--- src/rtl/pit_pkg.sv ---
package pit_pkg;

   typedef enum logic [1:0] {
      EDGE_RISE = 2'b00,
      EDGE_FALL = 2'b01,
      EDGE_ANY  = 2'b10,
      EDGE_ANY2 = 2'b11
   } edge_sel_e;

   function automatic logic edge_ok(input logic [1:0] sel,
                                    input logic rise,
                                    input logic fall);
      case (sel)
         EDGE_RISE: edge_ok = rise;
         EDGE_FALL: edge_ok = fall;
         default:   edge_ok = rise | fall;
      endcase
   endfunction

endpackage

--- src/rtl/pit_input_cond.sv ---
module pit_input_cond #(
   parameter int SYNC_STAGES = 2,
   parameter int FILT_DEPTH  = 2
) (
   input  logic clk,
   input  logic rst_n,
   input  logic tick_en,
   input  logic filt_en,
   input  logic pin_in,
   output logic rise_evt,
   output logic fall_evt
);

   logic [SYNC_STAGES-1:0] sync_q;
   logic                   sync_out;
   logic                   lvl_q;
   logic                   lvl_next;
   logic                   filt_lvl;

   if (SYNC_STAGES < 2) begin : g_bad_sync
      $error("pit_input_cond: SYNC_STAGES must be at least 2");
   end

   always_ff @(posedge clk) begin
      if (!rst_n) begin
         sync_q <= '0;
      end else if (tick_en) begin
         sync_q <= {sync_q[SYNC_STAGES-2:0], pin_in};
      end
   end

   assign sync_out = sync_q[SYNC_STAGES-1];

   if (FILT_DEPTH > 0) begin : g_filter
      logic [FILT_DEPTH-1:0] hist_q;
      logic                  agree;

      always_ff @(posedge clk) begin
         if (!rst_n) begin
            hist_q <= '0;
         end else if (tick_en) begin
            if (FILT_DEPTH == 1) begin
               hist_q <= sync_out;
            end else begin
               hist_q <= {hist_q[FILT_DEPTH-2:0], sync_out};
            end
         end
      end

      assign agree    = (&hist_q) | ~(|hist_q);
      assign filt_lvl = agree ? hist_q[0] : lvl_q;
   end else begin : g_no_filter
      assign filt_lvl = sync_out;
   end

   assign lvl_next = filt_en ? filt_lvl : sync_out;

   always_ff @(posedge clk) begin
      if (!rst_n) begin
         lvl_q <= 1'b0;
      end else if (tick_en) begin
         lvl_q <= lvl_next;
      end
   end

   assign rise_evt = tick_en &  lvl_next & ~lvl_q;
   assign fall_evt = tick_en & ~lvl_next &  lvl_q;

endmodule

--- src/rtl/pit_counter.sv ---
module pit_counter
   import pit_pkg::*;
#(
   parameter int CNT_W = 16
) (
   input  logic             clk,
   input  logic             rst_n,
   input  logic             tick_en,
   input  logic             start_req,
   input  logic             stop_req,
   input  logic             start_irq_en,
   input  logic             hit,
   output logic             running,
   output logic [CNT_W-1:0] count,
   output logic [CNT_W-1:0] capture,
   output logic             irq,
   output logic             cap_first,
   output logic             cap_ovf
);

   localparam logic [CNT_W-1:0] CNT_MAX = {CNT_W{1'b1}};

   logic run_q;
   logic pend_q;
   logic first_arm_q;
   logic wrap_q;
   logic active_tick;

   assign active_tick = run_q & tick_en & ~start_req & ~stop_req;

   always_ff @(posedge clk) begin
      if (!rst_n) begin
         run_q       <= 1'b0;
         pend_q      <= 1'b0;
         first_arm_q <= 1'b0;
         wrap_q      <= 1'b0;
         count       <= '0;
         capture     <= '0;
         irq         <= 1'b0;
         cap_first   <= 1'b0;
         cap_ovf     <= 1'b0;
      end else begin
         irq <= 1'b0;
         if (stop_req) begin
            run_q  <= 1'b0;
            pend_q <= 1'b0;
         end else if (start_req) begin
            run_q  <= 1'b1;
            pend_q <= 1'b1;
         end else if (active_tick) begin
            if (pend_q) begin
               pend_q      <= 1'b0;
               count       <= '0;
               first_arm_q <= 1'b1;
               wrap_q      <= 1'b0;
               irq         <= start_irq_en;
            end else if (hit) begin
               capture     <= count;
               count       <= '0;
               irq         <= 1'b1;
               cap_first   <= first_arm_q;
               first_arm_q <= 1'b0;
               cap_ovf     <= wrap_q;
               wrap_q      <= 1'b0;
            end else begin
               count <= count + 1'b1;
               if (count == CNT_MAX) begin
                  wrap_q <= 1'b1;
               end
            end
         end
      end
   end

   assign running = run_q;

endmodule

--- src/rtl/pulse_interval_timer.sv ---
module pulse_interval_timer
   import pit_pkg::*;
#(
   parameter int CNT_W       = 16,
   parameter int SYNC_STAGES = 2,
   parameter int FILT_DEPTH  = 2
) (
   input  logic             clk,
   input  logic             rst_n,
   input  logic             tick_en,
   input  logic             start_req,
   input  logic             stop_req,
   input  logic [1:0]       edge_sel,
   input  logic             filt_en,
   input  logic             start_irq_en,
   input  logic             pin_in,
   output logic             running,
   output logic [CNT_W-1:0] count,
   output logic [CNT_W-1:0] capture,
   output logic             irq,
   output logic             cap_first,
   output logic             cap_ovf
);

   if (CNT_W < 2 || CNT_W > 32) begin : g_bad_width
      $error("pulse_interval_timer: CNT_W must lie in 2..32");
   end
   if (FILT_DEPTH < 0 || FILT_DEPTH > 8) begin : g_bad_filt
      $error("pulse_interval_timer: FILT_DEPTH must lie in 0..8");
   end

   logic rise_evt;
   logic fall_evt;
   logic hit;

   pit_input_cond #(
      .SYNC_STAGES (SYNC_STAGES),
      .FILT_DEPTH  (FILT_DEPTH)
   ) u_cond (
      .clk      (clk),
      .rst_n    (rst_n),
      .tick_en  (tick_en),
      .filt_en  (filt_en),
      .pin_in   (pin_in),
      .rise_evt (rise_evt),
      .fall_evt (fall_evt)
   );

   assign hit = edge_ok(edge_sel, rise_evt, fall_evt);

   pit_counter #(
      .CNT_W (CNT_W)
   ) u_cnt (
      .clk          (clk),
      .rst_n        (rst_n),
      .tick_en      (tick_en),
      .start_req    (start_req),
      .stop_req     (stop_req),
      .start_irq_en (start_irq_en),
      .hit          (hit),
      .running      (running),
      .count        (count),
      .capture      (capture),
      .irq          (irq),
      .cap_first    (cap_first),
      .cap_ovf      (cap_ovf)
   );

endmodule

--- config.mk ---
export PLATFORM = sky130hd
export DESIGN_NAME = pulse_interval_timer
export DESIGN_NICKNAME = d
export VERILOG_FILES = /design/src/rtl/pit_pkg.sv /design/src/rtl/pit_input_cond.sv /design/src/rtl/pit_counter.sv /design/src/rtl/pulse_interval_timer.sv
export SDC_FILE = /design/constraint.sdc
export NUM_CORES = 1
export LEC_CHECK = 0
export BUFFER_PORTS_ARGS = -buffer_cell sky130_fd_sc_hd__buf_2
export CAP_MARGIN = 30
export CORE_UTILIZATION = 56
export DETAILED_ROUTE_END_ITERATION = 6
export PLACE_DENSITY = 0.81
export SLEW_MARGIN = 20
export SYNTH_ARGS = -nofsm -noshare
export SYNTH_HDL_FRONTEND = slang
export SYNTH_SLANG_ARGS = --single-unit
export TNS_END_PERCENT = 50
--- constraint.sdc ---
create_clock -name clk -period 4.4 [get_ports clk]
set_clock_uncertainty 0.05 [all_clocks]
set_input_delay 0.44 -clock clk [delete_from_list [all_inputs] [get_ports clk]]
set_output_delay 0.44 -clock clk [all_outputs]
set_load 0.03 [all_outputs]
==> impl_metrics.env <==
export IMPL_wl_per_cell_um=12.7
export IMPL_period_minus_slack_ps=1900
export IMPL_grt_pass1_wl_um=6000
export IMPL_finalSetupViolCount=0
export IMPL_fin_total_pwr_uw=731
export IMPL_die_width_um=60.5
export IMPL_syn_cell_area_um2=1920
export IMPL_routed_via_density=5.34
export IMPL_grt_pass1_vias=1309
export IMPL_hp_class="in2reg"
export IMPL_path_buf_inv=0
export IMPL_post_place_ws_ps=2270
export IMPL_drtAntennaViolNets=0
export IMPL_dr_pass1_iters=4
export IMPL_dieArea_um2=3670
export IMPL_grt_ovfl_total=0
export IMPL_crit_required_ps=4640
export IMPL_netlist_top_cells_count="nand2_1, dfxtp_1, mux2i_1, nor2_1, a21oi_1"
export IMPL_power_density_nw_per_um2=324
export IMPL_numClockSinks=44
export IMPL_slew_headroom_pct=50.1
export IMPL_crit_fanout=8
export IMPL_cp_slowest_cell="or4_4"
export IMPL_grt_setup_unrepaired="no"
export IMPL_yosysSeqAreaShare_pct=45.9
export IMPL_yosys_area_top_type_share_pct=45.9
export IMPL_nets=265
export IMPL_root_buffer="clkbuf_4"
export IMPL_cts_made_buffers=5
export IMPL_synth_seq_cells=44
export IMPL_wirelength_um=3770
export IMPL_fmax_mhz=527
export IMPL_route_detailed_drc=0
export IMPL_finalHoldViolCount=0
export IMPL_grt_max_degree=46
export IMPL_async_reset_ff_share_pct=0
export IMPL_core_area_um2=3150
export IMPL_diodes=0
export IMPL_grt_total_usage_pct=22.5
export IMPL_cts_hold_buffers=0
export IMPL_cp_data_arrival_time_ps=2130
export IMPL_period_share_pct=43.1
export IMPL_portBuffers=45
export IMPL_leakagePower_uw=0.000881
export IMPL_path_cells="nand4_1, or4_4, or3_1, a21oi_1"
export IMPL_cp_top_family="simple AND/OR/NAND/NOR gates"
export IMPL_pin_count=46
export IMPL_slew_viol_final=0
export IMPL_synth_cells=211
export IMPL_synthFlopType="dfxtp_1"
export IMPL_row_count=20
export IMPL_synth_edf_count=0
export IMPL_drive_gt1_share_pct=25.2
export IMPL_critPathKind="reg2reg"
export IMPL_synth_distinct_cells=38
export IMPL_place_congestion=0.798
export IMPL_antenna_found_initial=0
export IMPL_start_kind="flop"
export IMPL_die_y_um=60.5
export IMPL_tightest_slew_ps=742
export IMPL_clk_pin_slew_ps=130
export IMPL_clock_latency_ps=350
export IMPL_synth_top_cell_by_area="dfxtp_1"
export IMPL_maxCapViolations=0
export IMPL_ir_drop_mv=0.321
export IMPL_fin_tns_setup_ps=0
export IMPL_synth_area_top_cells="dfxtp_1, mux2i_1, nand2_1"
export IMPL_synth_most_common_cell="nand2_1"
export IMPL_ys_warn_count=0
export IMPL_areaGrowthSynthToFinish_pct=17.6
export IMPL_clockBufferDepth=2
export IMPL_fill_cells=271
export IMPL_ctsResizeCount=0
export IMPL_drtIter0Drc=83
export IMPL_cts_tree="done"
export IMPL_h_tree_depth=2
export IMPL_worst_slack_ps=2500
export IMPL_syn_nets=222
export IMPL_status="finished clean"
export IMPL_avgSynthCellArea_um2=9.10
export IMPL_vias=1590
export IMPL_start_util_pct=60.9
export IMPL_hpwl_um=2690
export IMPL_post_cts_setup_buffers=0
export IMPL_slowest_delay_ps=580
export IMPL_critPathCaptureType="flop"
-- cells in the final DEF (no fill, tap or decap), types with 3 or more instances in the layout --
cell type  count
nor2_1        14
clkbuf_4       5
o21ai_0        5
nor3_1         4
xnor2_1        5
nand4_1        4
dfxtp_1       44
nand2_1       47
or3_1          3
nand3_1        4
xor2_1         5
buf_2         45
mux2i_1       22
a21oi_1       10
nor2b_1        5
-- where the power goes --
group	total [uW]	switching, uW	leakage [uW]	internal, uW
sequential	404	2.96	0.000355	401
clock	298	124	0.0000513	174
combinational	29.3	17.9	0.000475	11.5
-- cells by family (layout without fill, tap and decap cells) --
| logic type | after synthesis | count (layout) | share of synthesized area [%] |
|---|---|---|---|
| multiplexers | 22 | 22 | 11.5 |
| buffers and inverters | 12 | 55 | 3.39 |
| AO/OA/AOI/OAI | 23 | 23 | 7.82 |
| AND/OR/NAND/NOR | 99 | 99 | 26.2 |
| adder cells (fa/ha/maj) | 1 | 1 | 0.652 |
| flip-flops | 44 | 44 | 45.9 |
| XOR/XNOR | 10 | 10 | 4.56 |
-- area by class of cell --
cell class	count	area, um^2	area share [%]
Clock inverter	2	60.1	2.66
Clock buffer	5	37.5	1.66
Timing Repair Buffer	47	240	10.6
Inverter	1	3.75	0.166
Sequential cell	44	881	39.0
Tap cell	44	55.1	2.44
Multi-Input combinational cell	155	980	43.4
-- final timing paths --
kind / start / slack [ps] / end / cells after the start
max: u_cnt.count[3]$_SDFFE_PN0P_ / 2500 / u_cnt.count[15]$_SDFFE_PN0P_ / 4
min: start_irq_en / 270 / u_cnt.irq$_SDFF_PP0_ / 3
max reg2reg: u_cnt.count[3]$_SDFFE_PN0P_ / 2500 / u_cnt.count[15]$_SDFFE_PN0P_ / 4
min reg2reg: u_cnt.cap_first$_SDFFE_PN0P_ / 410 / u_cnt.cap_first$_SDFFE_PN0P_ / 2
-- through the flow --
| stage | instance area [um^2] | utilization, % | hold slack (ps) | cells |
|---|---|---|---|---|
| 2_1_floorplan | 1920 | - | 387 | 211 |
| 3_3_place_gp | 2160 | 68.5 | 391 | 291 |
| 3_5_place_dp | 2160 | 68.5 | 396 | 291 |
| 4_1_cts | 2260 | 71.6 | 264 | 298 |
| 5_1_grt | 2260 | 71.6 | 242 | 298 |
| 6_report | 2260 | 71.6 | 273 | 298 |
-- routing by layer --
| metal | vias to the layer above | track usage [%] | wire, um |
|---|---|---|---|
| li1 | 808 | - | - |
| met1 | 742 | 30.8 | 1850 |
| met2 | 36 | 33.3 | 1680 |
| met3 | 4 | 7.46 | 204 |
| met4 | 0 | 8.12 | 45 |
| met5 | - | 0 | 0 |
-- worst min-delay path, stage by stage --
cell	delay [ps]
buf_2	100
nand2_1	60
a21oi_1	50
-- state kept, by name, indices dropped and copies added, names as in the netlist --
register / flops
u_cnt.irq: 1
u_cnt.running: 1
u_cond.lvl_q: 1
u_cnt.cap_ovf: 1
u_cnt.count: 16
u_cnt.pend_q: 1
u_cond.sync_q: 2
u_cnt.first_arm_q: 1
u_cnt.cap_first: 1
u_cnt.capture: 16
u_cnt.wrap_q: 1
u_cond.g_filter.hist_q: 2
(Power assumes the default switching activity.)
